==> src/rtl/adc_rd_pkg.sv <==
package adc_rd_pkg;
  localparam logic [7:0] RD_DATA_CMD = 8'h58;
  localparam int CMD_BITS  = 8;
  localparam int WORD_BITS = 24;
  localparam int STAT_BITS = 8;
  localparam int RX_BITS   = WORD_BITS + STAT_BITS;
  localparam int FRAME_MAX = CMD_BITS + WORD_BITS + STAT_BITS;
  localparam int FRAME_MIN = CMD_BITS + WORD_BITS;
  localparam int HOLDOFF   = 3;
endpackage

==> src/rtl/adc_rd_sclk_gen.sv <==
module adc_rd_sclk_gen #(
  parameter int SCLK_HALF = 2
) (
  input  logic clk,
  input  logic rst,
  input  logic run_i,
  output logic sclk_o,
  output logic fall_tk_o,
  output logic rise_tk_o
);
  localparam int CNT_W = $clog2(SCLK_HALF) + 1;

  logic [CNT_W-1:0] cnt;
  logic             phase;
  logic             wrap;

  assign wrap      = run_i && (cnt == CNT_W'(SCLK_HALF - 1));
  assign fall_tk_o = wrap && !phase;
  assign rise_tk_o = wrap && phase;

  always_ff @(posedge clk) begin
    if (rst || !run_i) begin
      cnt    <= '0;
      phase  <= 1'b0;
      sclk_o <= 1'b1;
    end else if (wrap) begin
      cnt    <= '0;
      phase  <= ~phase;
      sclk_o <= phase;
    end else begin
      cnt <= cnt + 1'b1;
    end
  end
endmodule

==> src/rtl/adc_rd_shifter.sv <==
module adc_rd_shifter
  import adc_rd_pkg::*;
(
  input  logic               clk,
  input  logic               rst,
  input  logic               start_i,
  input  logic               with_stat_i,
  input  logic               fall_tk_i,
  input  logic               rise_tk_i,
  input  logic               sdo_i,
  output logic               mosi_o,
  output logic               last_o,
  output logic [RX_BITS-1:0] rx_o
);
  localparam int BC_W = $clog2(FRAME_MAX + 1);

  logic [BC_W-1:0]    bit_cnt;
  logic [BC_W-1:0]    frame_len;
  logic [7:0]         tx_sh;
  logic [RX_BITS-1:0] rx_sh;

  assign frame_len = with_stat_i ? BC_W'(FRAME_MAX) : BC_W'(FRAME_MIN);
  assign last_o    = rise_tk_i && (bit_cnt == frame_len - 1'b1);
  assign rx_o      = {rx_sh[RX_BITS-2:0], sdo_i};

  always_ff @(posedge clk) begin
    if (rst) begin
      bit_cnt <= '0;
      tx_sh   <= '1;
      rx_sh   <= '0;
      mosi_o  <= 1'b1;
    end else if (start_i) begin
      bit_cnt <= '0;
      tx_sh   <= RD_DATA_CMD;
      mosi_o  <= 1'b1;
    end else begin
      if (fall_tk_i) begin
        mosi_o <= tx_sh[7];
        tx_sh  <= {tx_sh[6:0], 1'b1};
      end
      if (rise_tk_i) begin
        bit_cnt <= bit_cnt + 1'b1;
        if (bit_cnt >= BC_W'(CMD_BITS)) rx_sh <= {rx_sh[RX_BITS-2:0], sdo_i};
      end
    end
  end
endmodule

==> src/rtl/adc_rd_overlap.sv <==
module adc_rd_overlap #(
  parameter int CONV_CYCLES = 150
) (
  input  logic clk,
  input  logic rst,
  input  logic start_i,
  input  logic busy_i,
  output logic late_o
);
  localparam int EL_W = $clog2(CONV_CYCLES + 1);

  logic [EL_W-1:0] elapsed;

  assign late_o = (elapsed >= EL_W'(CONV_CYCLES));

  always_ff @(posedge clk) begin
    if (rst || start_i) elapsed <= '0;
    else if (busy_i && !late_o) elapsed <= elapsed + 1'b1;
  end
endmodule

==> src/rtl/adc_stream_reader.sv <==
module adc_stream_reader
  import adc_rd_pkg::*;
#(
  parameter int SCLK_HALF   = 2,
  parameter int CONV_CYCLES = 150,
  parameter int CHAN_W      = 4
) (
  input  logic                 clk,
  input  logic                 rst,
  input  logic                 append_status_i,
  input  logic                 sdo_i,
  output logic                 cs_n_o,
  output logic                 sclk_o,
  output logic                 mosi_o,
  output logic                 result_valid_o,
  output logic [WORD_BITS-1:0] result_data_o,
  output logic [STAT_BITS-1:0] result_status_o,
  output logic [CHAN_W-1:0]    result_chan_o,
  output logic                 result_overrun_o
);
  localparam int HO_W = $clog2(HOLDOFF + 1);

  logic               s1, s2, s3;
  logic               busy, stat_q;
  logic [HO_W-1:0]    holdoff;
  logic               start, last, late;
  logic               fall_tk, rise_tk;
  logic [RX_BITS-1:0] rx;

  // Line synchroniser; s3 holds the previous synchronised level.
  always_ff @(posedge clk) begin
    if (rst) begin
      s1 <= 1'b1;
      s2 <= 1'b1;
      s3 <= 1'b1;
    end else begin
      s1 <= sdo_i;
      s2 <= s1;
      s3 <= s2;
    end
  end

  // A ready edge counts only once stale data bits have left the synchroniser.
  assign start = !busy && (holdoff == '0) && s3 && !s2;

  adc_rd_sclk_gen #(.SCLK_HALF(SCLK_HALF)) u_sclk (
    .clk(clk), .rst(rst), .run_i(busy),
    .sclk_o(sclk_o), .fall_tk_o(fall_tk), .rise_tk_o(rise_tk)
  );

  adc_rd_shifter u_shift (
    .clk(clk), .rst(rst), .start_i(start), .with_stat_i(stat_q),
    .fall_tk_i(fall_tk), .rise_tk_i(rise_tk), .sdo_i(sdo_i),
    .mosi_o(mosi_o), .last_o(last), .rx_o(rx)
  );

  adc_rd_overlap #(.CONV_CYCLES(CONV_CYCLES)) u_ovl (
    .clk(clk), .rst(rst), .start_i(start), .busy_i(busy), .late_o(late)
  );

  always_ff @(posedge clk) begin
    if (rst) begin
      cs_n_o           <= 1'b1;
      busy             <= 1'b0;
      stat_q           <= 1'b0;
      holdoff          <= '0;
      result_valid_o   <= 1'b0;
      result_data_o    <= '0;
      result_status_o  <= '0;
      result_chan_o    <= '0;
      result_overrun_o <= 1'b0;
    end else begin
      cs_n_o         <= 1'b0;
      result_valid_o <= 1'b0;
      if (holdoff != '0) holdoff <= holdoff - 1'b1;
      if (start) begin
        busy   <= 1'b1;
        stat_q <= append_status_i;
      end
      if (last) begin
        busy             <= 1'b0;
        holdoff          <= HO_W'(HOLDOFF);
        result_valid_o   <= 1'b1;
        result_overrun_o <= late;
        if (stat_q) begin
          result_data_o   <= rx[RX_BITS-1:STAT_BITS];
          result_status_o <= rx[STAT_BITS-1:0];
          result_chan_o   <= rx[CHAN_W-1:0];
        end else begin
          result_data_o   <= rx[WORD_BITS-1:0];
          result_status_o <= '0;
          result_chan_o   <= '0;
        end
      end
    end
  end


  cs_low_chk: assert property (@(posedge clk) disable iff (rst)
    !$past(rst) |-> !cs_n_o);


  mosi_steady_chk: assert property (@(posedge clk) disable iff (rst)
    (sclk_o && $past(sclk_o)) |-> $stable(mosi_o));


  valid_pulse_chk: assert property (@(posedge clk) disable iff (rst)
    result_valid_o |=> !result_valid_o);


  sclk_idle_chk: assert property (@(posedge clk) disable iff (rst)
    !busy |-> sclk_o);


  nostat_zero_chk: assert property (@(posedge clk) disable iff (rst)
    (result_valid_o && result_status_o == '0) |-> (result_chan_o == '0));
endmodule

==> config.mk <==
export PLATFORM = sky130hd
export DESIGN_NAME = adc_stream_reader
export DESIGN_NICKNAME = d
export VERILOG_FILES = /design/src/rtl/adc_rd_pkg.sv /design/src/rtl/adc_rd_sclk_gen.sv /design/src/rtl/adc_rd_shifter.sv /design/src/rtl/adc_rd_overlap.sv /design/src/rtl/adc_stream_reader.sv
export SDC_FILE = /design/constraint.sdc
export NUM_CORES = 1
export LEC_CHECK = 0
export BUFFER_PORTS_ARGS = -buffer_cell sky130_fd_sc_hd__clkbuf_2
export CAP_MARGIN = 5
export CORE_AREA = 2 2 91 93
export CTS_BUF_LIST = sky130_fd_sc_hd__clkbuf_8
export CTS_CLUSTER_DIAMETER = 40
export DETAILED_ROUTE_END_ITERATION = 6
export DIE_AREA = 0 0 93 95
export PLACE_DENSITY_LB_ADDON = 0.2
export SLEW_MARGIN = 40
export SYNTH_ARGS = -nofsm -noshare
export SYNTH_HDL_FRONTEND = slang
export SYNTH_HIERARCHICAL = 1
export SYNTH_SLANG_ARGS = --single-unit
==> constraint.sdc <==
create_clock -name clk -period 1.9 [get_ports clk]
set_input_delay 0.19 -clock clk [delete_from_list [all_inputs] [get_ports clk]]
set_output_delay 0.19 -clock clk [all_outputs]
set_load 0.02 [all_outputs]
## Yosys cells after proc, flatten, opt, wreduce, memory -nomap -nowiden

Cells that the tools add are included.
Widths: inputs -> output; s select.

| storage, ports and cells | value |
|---|---|
| memory bits (read-only) | 0 |
| logic and storage cells | 64 |
| register bits after elaboration | 104 |
| latch bits | 0 |
| input port bits | 4 |
| memories | 0 |
| memory bits (writable) | 0 |

| operators by class | value |
|---|---|
| mux-type cells | 10 |
| equality and inequality tests | 2 |
| add/sub/neg operators | 5 |
| bitwise operators | 2 |
| order comparisons | 2 |
| shift-type cells | 0 |
| reduce and logical (&&, ||, !) cells | 22 |
| multipliers | 0 |
| div/mod/pow operators | 0 |

Operators by type and width:

| cell | number |
|---|---|
| $mux 24 | 1 |
| $mux 8 | 3 |
| $add 8x1->8 const B | 1 |
| $ge 8x8->1 const B | 1 |
| $logic_and 1x1->1 | 8 |
| $mux 4 | 2 |
| $add 6x1->6 const B | 1 |
| $eq 6x6->1 | 1 |
| $ge 6x4->1 const B | 1 |
| $reduce_bool 2->1 | 3 |
| $reduce_or 2->1 | 3 |
| $sub 6x1->6 const B | 1 |
| $logic_not 1->1 | 4 |
| $mux 2 | 2 |
| $reduce_and 3->1 | 1 |
| $add 2x1->2 const B | 1 |
| $eq 2x1->1 const B | 1 |
| $logic_not 2->1 | 1 |
| $logic_or 1x1->1 | 2 |
| $mux 1 | 2 |
| $not 1->1 | 2 |
| $sub 2x1->2 const B | 1 |

## Longest topological paths before layout

| logic depth | value |
|---|---|
| depth in word-level cells | 6 |
| gate-level depth with buffers | 10 |
| depth with buffers taken out | 8 |

## By module

Netlist, hierarchy kept.

By module, submodules not included:

| module | cells an instance | instances | area each (sq um) |
|---|---|---|---|
| adc_rd_shifter | 166 | 1 | 1836.8 |
| adc_stream_reader | 177 | 1 | 1759.2 |
| adc_rd_overlap | 51 | 1 | 450.4 |
| adc_rd_sclk_gen | 16 | 1 | 156.4 |

## Worst setup path after synthesis

No wires, ideal clock.

| path | value |
|---|---|
| path kind | reg-to-reg |
| start | reg u_sclk.cnt[0] |
| end | reg result_data_o[10] |
| stages on the path, launching flop included | 9 |
| library setup time | 134 ps |
| arrival | 1720 ps |
| period minus slack after synthesis | 1854 ps |
| setup slack | 46 ps |
| buffers on the path | 3 |
| required time | 1766 ps |
| cells stage by stage | dfxtp_1 -> ha_1 -> and3_2 -> nand2_1 -> nor3b_1 -> buf_6 -> buf_2 -> buf_2 -> a211oi_1 |

| between the ends | value |
|---|---|
| cells in the longest elaborated chain, start to end | 4 |

RTL lines:

| what | RTL line | source |
|---|---|---|
| from (decl) | adc_rd_sclk_gen.sv:13 | `logic [CNT_W-1:0] cnt;` |
| from (signal assigned) | adc_rd_sclk_gen.sv:31 | `cnt <= cnt + 1'b1;` |
| $eq 2x1->1 | adc_rd_sclk_gen.sv:17 | `assign wrap = run_i && (cnt == CNT_W'(SCLK_HALF - 1));` |
| $logic_and 1x1->1 | adc_rd_sclk_gen.sv:17 |  |
| $logic_and 1x1->1 | adc_rd_sclk_gen.sv:19 | `assign rise_tk_o = wrap && phase;` |
| net rise_tk | adc_stream_reader.sv:27 | `logic fall_tk, rise_tk;` |
| $logic_and 1x1->1 | adc_rd_shifter.sv:23 | `assign last_o = rise_tk_i && (bit_cnt == frame_len - 1'b1);` |
| net last | adc_stream_reader.sv:26 | `logic start, last, late;` |
| to (signal assigned) | adc_stream_reader.sv:86 | `result_data_o <= rx[RX_BITS-1:STAT_BITS];` |
| to (signal assigned) | adc_stream_reader.sv:90 | `result_data_o <= rx[WORD_BITS-1:0];` |
| to (decl) | adc_stream_reader.sv:16 | `output logic [WORD_BITS-1:0] result_data_o,` |

The timed path passes the listed nets, and every way through them passes these cells.
A chain may end at the register's enable or synchronous reset.

## Final worst setup path

| path | value |
|---|---|
| start | reg holdoff[0] |
| end | reg u_shift.rx_sh[10] |

| between the ends | value |
|---|---|
| cells in the longest elaborated chain, start to end | 6 |

RTL lines:

| what | RTL line | source |
|---|---|---|
| from (decl) | adc_stream_reader.sv:25 | `logic [HO_W-1:0] holdoff;` |
| from (signal assigned) | adc_stream_reader.sv:75 | `if (holdoff != '0) holdoff <= holdoff - 1'b1;` |
| from (signal assigned) | adc_stream_reader.sv:82 | `holdoff <= HO_W'(HOLDOFF);` |
| $logic_not 2->1 | adc_stream_reader.sv:44 | `assign start = !busy && (holdoff == '0) && s3 && !s2;` |
| $logic_and 1x1->1 (3 in a row) | adc_stream_reader.sv:44 |  |
| net start | adc_stream_reader.sv:26 |  |
| $not 1->1 (no line) | -- |  |
| $reduce_and 3->1 (no line) | -- |  |
| to (signal assigned) | adc_rd_shifter.sv:43 | `if (bit_cnt >= BC_W'(CMD_BITS)) rx_sh <= {rx_sh[RX_BITS-2:0], sdo_i};` |
| to (decl) | adc_rd_shifter.sv:20 | `logic [RX_BITS-1:0] rx_sh;` |

The timed path passes the listed nets, and every way through them passes these cells.

==> out/qor.yml <==
status: "completed"
synth-seq-area-share: 0.4763
hp-class: "in2reg"
post-synth-top-count-cell: "dfxtp_1"
grt_overflow: 0
core-area_mm2: 0.007928
synth_ff_type: "dfxtp_1"
ys_ff_latch: 100
hp-start: "sdo_i"
drc: 0
worstSetupPathType: "reg2reg"
seq_area_mm2: 0.002002
r2r-end: "u_shift/rx_sh[10]"
clkSinkCount: 100
start_util: 0.5301
ys_top_cells_by_count: "dfxtp_1, mux2i_1, nor2_1"
pin_count: 45
worst_setup_path_start_kind: "flip-flop"
die_w_um: 93
max_clock_freq_mhz: 559.2
via_per_inst: 5.200
r2r_slack_ns: 0.11
first_iter_violations: 97
rows: 33
nNetsFinal: 461
path_cells: "inv_1 -> ha_1 -> and4bb_2 -> nor3b_4 -> buf_12 -> mux2i_1"
synthCells: 410
async_flop_share: 0
synthDistinctLibCells: 45
postRouteAntennaNets: 0
synth_area_leader_cell: "dfxtp_1"
dr.max_layer_used: "met4"
fp.dieArea_mm2: 0.008835
finalWorstSetupSlack_ns: 0.1117
gp_congestion: 0.7537
cp-end-kind: "flip-flop"
holdPathEnd: "s1"
synth_warnings: 6
layout-drive-gt1-share: 0.2105
arrival_ns: 2.07
worstRegToRegCells: 6
p_per_area_mw_per_mm2: 808.9
hold_viol_final: 0
synth_area_mm2: 0.004203
antenna_found_initial: 0
fp.dieH_um: 95
grt_usage: 0.1908
ys_top_cells_by_area: "dfxtp_1, mux2i_1, nand2b_1"
htreeDepth: 3
grt_pass1_vias: 2773
worstPathMaxFanout: 31
wl_met3_um: 193
crit_required_ns: 2.18
cts_tree: "yes"
max_cap_violations: 0
drv_slew: 0
avgSynthCellArea_um2: 10.25
routedWlPerCell_um: 14.12
hold_ws_ns: 0.07518
synth_fp_nets: 420
place_ws_ns: 0.1168
path_clk_slew_ns: 0.09
timing.final.crit_share: 0.9412
met2WireLength_um: 3823
drt_wl_total_um: 7923
vias: 2917
n_antenna_cell: 0
whs_path_depth: 2
io_buffers: 44
cts.path.max_buffers: 2
grt_pass1_wl_um: 13230
report.final.setup_viol: 0
fillCellCount: 720
synth_edf_count: 0
min_period_ns: 1.788
p_leak_uw: 0.001679
grt_max_degree: 32
peakVddDrop_v: 0.0004130
cp_slowest_stage_delay_ns: 0.36
multi_input_area_mm2: 0.001968
dpl.hpwl_um: 5472
cp_slowest_cell: "dfxtp_1"
worst_pin_slew_ns: 0.5328
area_growth_pct: 11.91
worstSkewPairLatency_ns: 0.36
finalClockSkew_ns: 0.007500
cts_buffers: 9
synth_top_area_share: 0.4763
first_pass_iters: 4
reg2reg_from: "holdoff[0]"
slew_headroom: 0.6448
drt-met1-wl_um: 3795
cts-root-buf: "clkbuf_8"
[per-layer routing]
layer	vias up	GRT usage
li1	1506	-
met1	1372	0.2602
met2	30	0.3007
met3	9	0.03192
met4	0	0.08088
met5	-	0
[worst max-delay path, delay by kind of cell (launching register included)]
kind                     cells  cell delay, ns
multiplexers                 1            0.23
buffers and inverters        2            0.31
adder cells (fa/ha/maj)      1            0.23
AND/OR/NAND/NOR              2            0.57
flip-flops                   1            0.36
[worst max-delay path by stage]
stage | endpoint | startpoint | cells after the start | slack [ns]
final | u_shift/rx_sh[10] | holdoff[0] | 6 | 0.11
after global routing | result_data_o[7] | u_sclk/cnt[0] | 8 | -0.02
after CTS | result_data_o[3] | u_sclk/cnt[0] | 8 | 0.09
after detailed placement | result_data_o[10] | u_sclk/cnt[0] | 8 | 0.12
after global placement | u_shift/rx_sh[18] | holdoff[0] | 6 | 0.18
after floorplan | result_data_o[10] | u_sclk/cnt[0] | 8 | 0.05
[report_power, final]
group | leakage, µW | switching [µW] | total [µW] | internal (µW)
clock | 0.0000968 | 705 | 1310 | 604
combinational | 0.000774 | 163 | 311 | 148
sequential | 0.000808 | 39.8 | 2180 | 2140
[flip-flops by register name, summed over array words and instances (netlist names), 2 cells and up]
register and cells:
holdoff 2, result_status_o 8, u_shift/bit_cnt 6, u_shift/rx_sh 31, u_sclk/cnt 2, u_shift/tx_sh 8, result_data_o 24, u_ovl/elapsed 8
[layout make-up]
type,instances,area share
Sequential cell,100,0.4256
Multi-Input combinational cell,271,0.4185
Timing Repair Buffer,61,0.08087
Tap cell,105,0.02793
Clock buffer,9,0.02634
Clock inverter,7,0.01437
Inverter,8,0.006385
[logic make-up (layout without fill, tap and decap cells)]
logic type	Yosys count	after routing	share of synthesized area
AOI/OAI and AO/OA	57	57	0.09825
DFF	100	100	0.4763
buffers and inverters	39	85	0.05924
muxes	67	67	0.1596
adders and majority gates	6	6	0.01786
and+or+nand+nor	133	133	0.1721
xor gates and xnor gates	8	8	0.01667
[cell usage in the layout (no fill, tap or decap), types with 6 or more instances in the layout]
| cell | instances |
|---|---|
| nand2_1 | 9 |
| ha_1 | 6 |
| dfxtp_1 | 100 |
| a211oi_1 | 23 |
| clkbuf_2 | 44 |
| clkbuf_8 | 9 |
| inv_1 | 9 |
| buf_4 | 13 |
| a21oi_1 | 12 |
| nor2b_1 | 11 |
| nor2_1 | 51 |
| nand2b_1 | 32 |
| mux2i_1 | 67 |
[metrics by stage]
step	cell area [µm²]	utilization	cells	total power, µW	setup TNS [ns]
floorplan	4203	-	410	2491	0
global placement	4463	0.5630	541	2534	0
detailed placement	4463	0.5630	541	2548	0
CTS	4654	0.5871	557	3853	0
global route	4703	0.5933	561	3985	-0.04026
finish	4703	0.5933	561	3804	0
[timing repair]
action,CTS,global route
endpoints found under the hold margin,0,0
setup buffers,0,4
hold buffers,0,0
setup endpoints to repair,0,20
resized for setup,0,4
No activity file was read; power rests on OpenSTA's default activity.
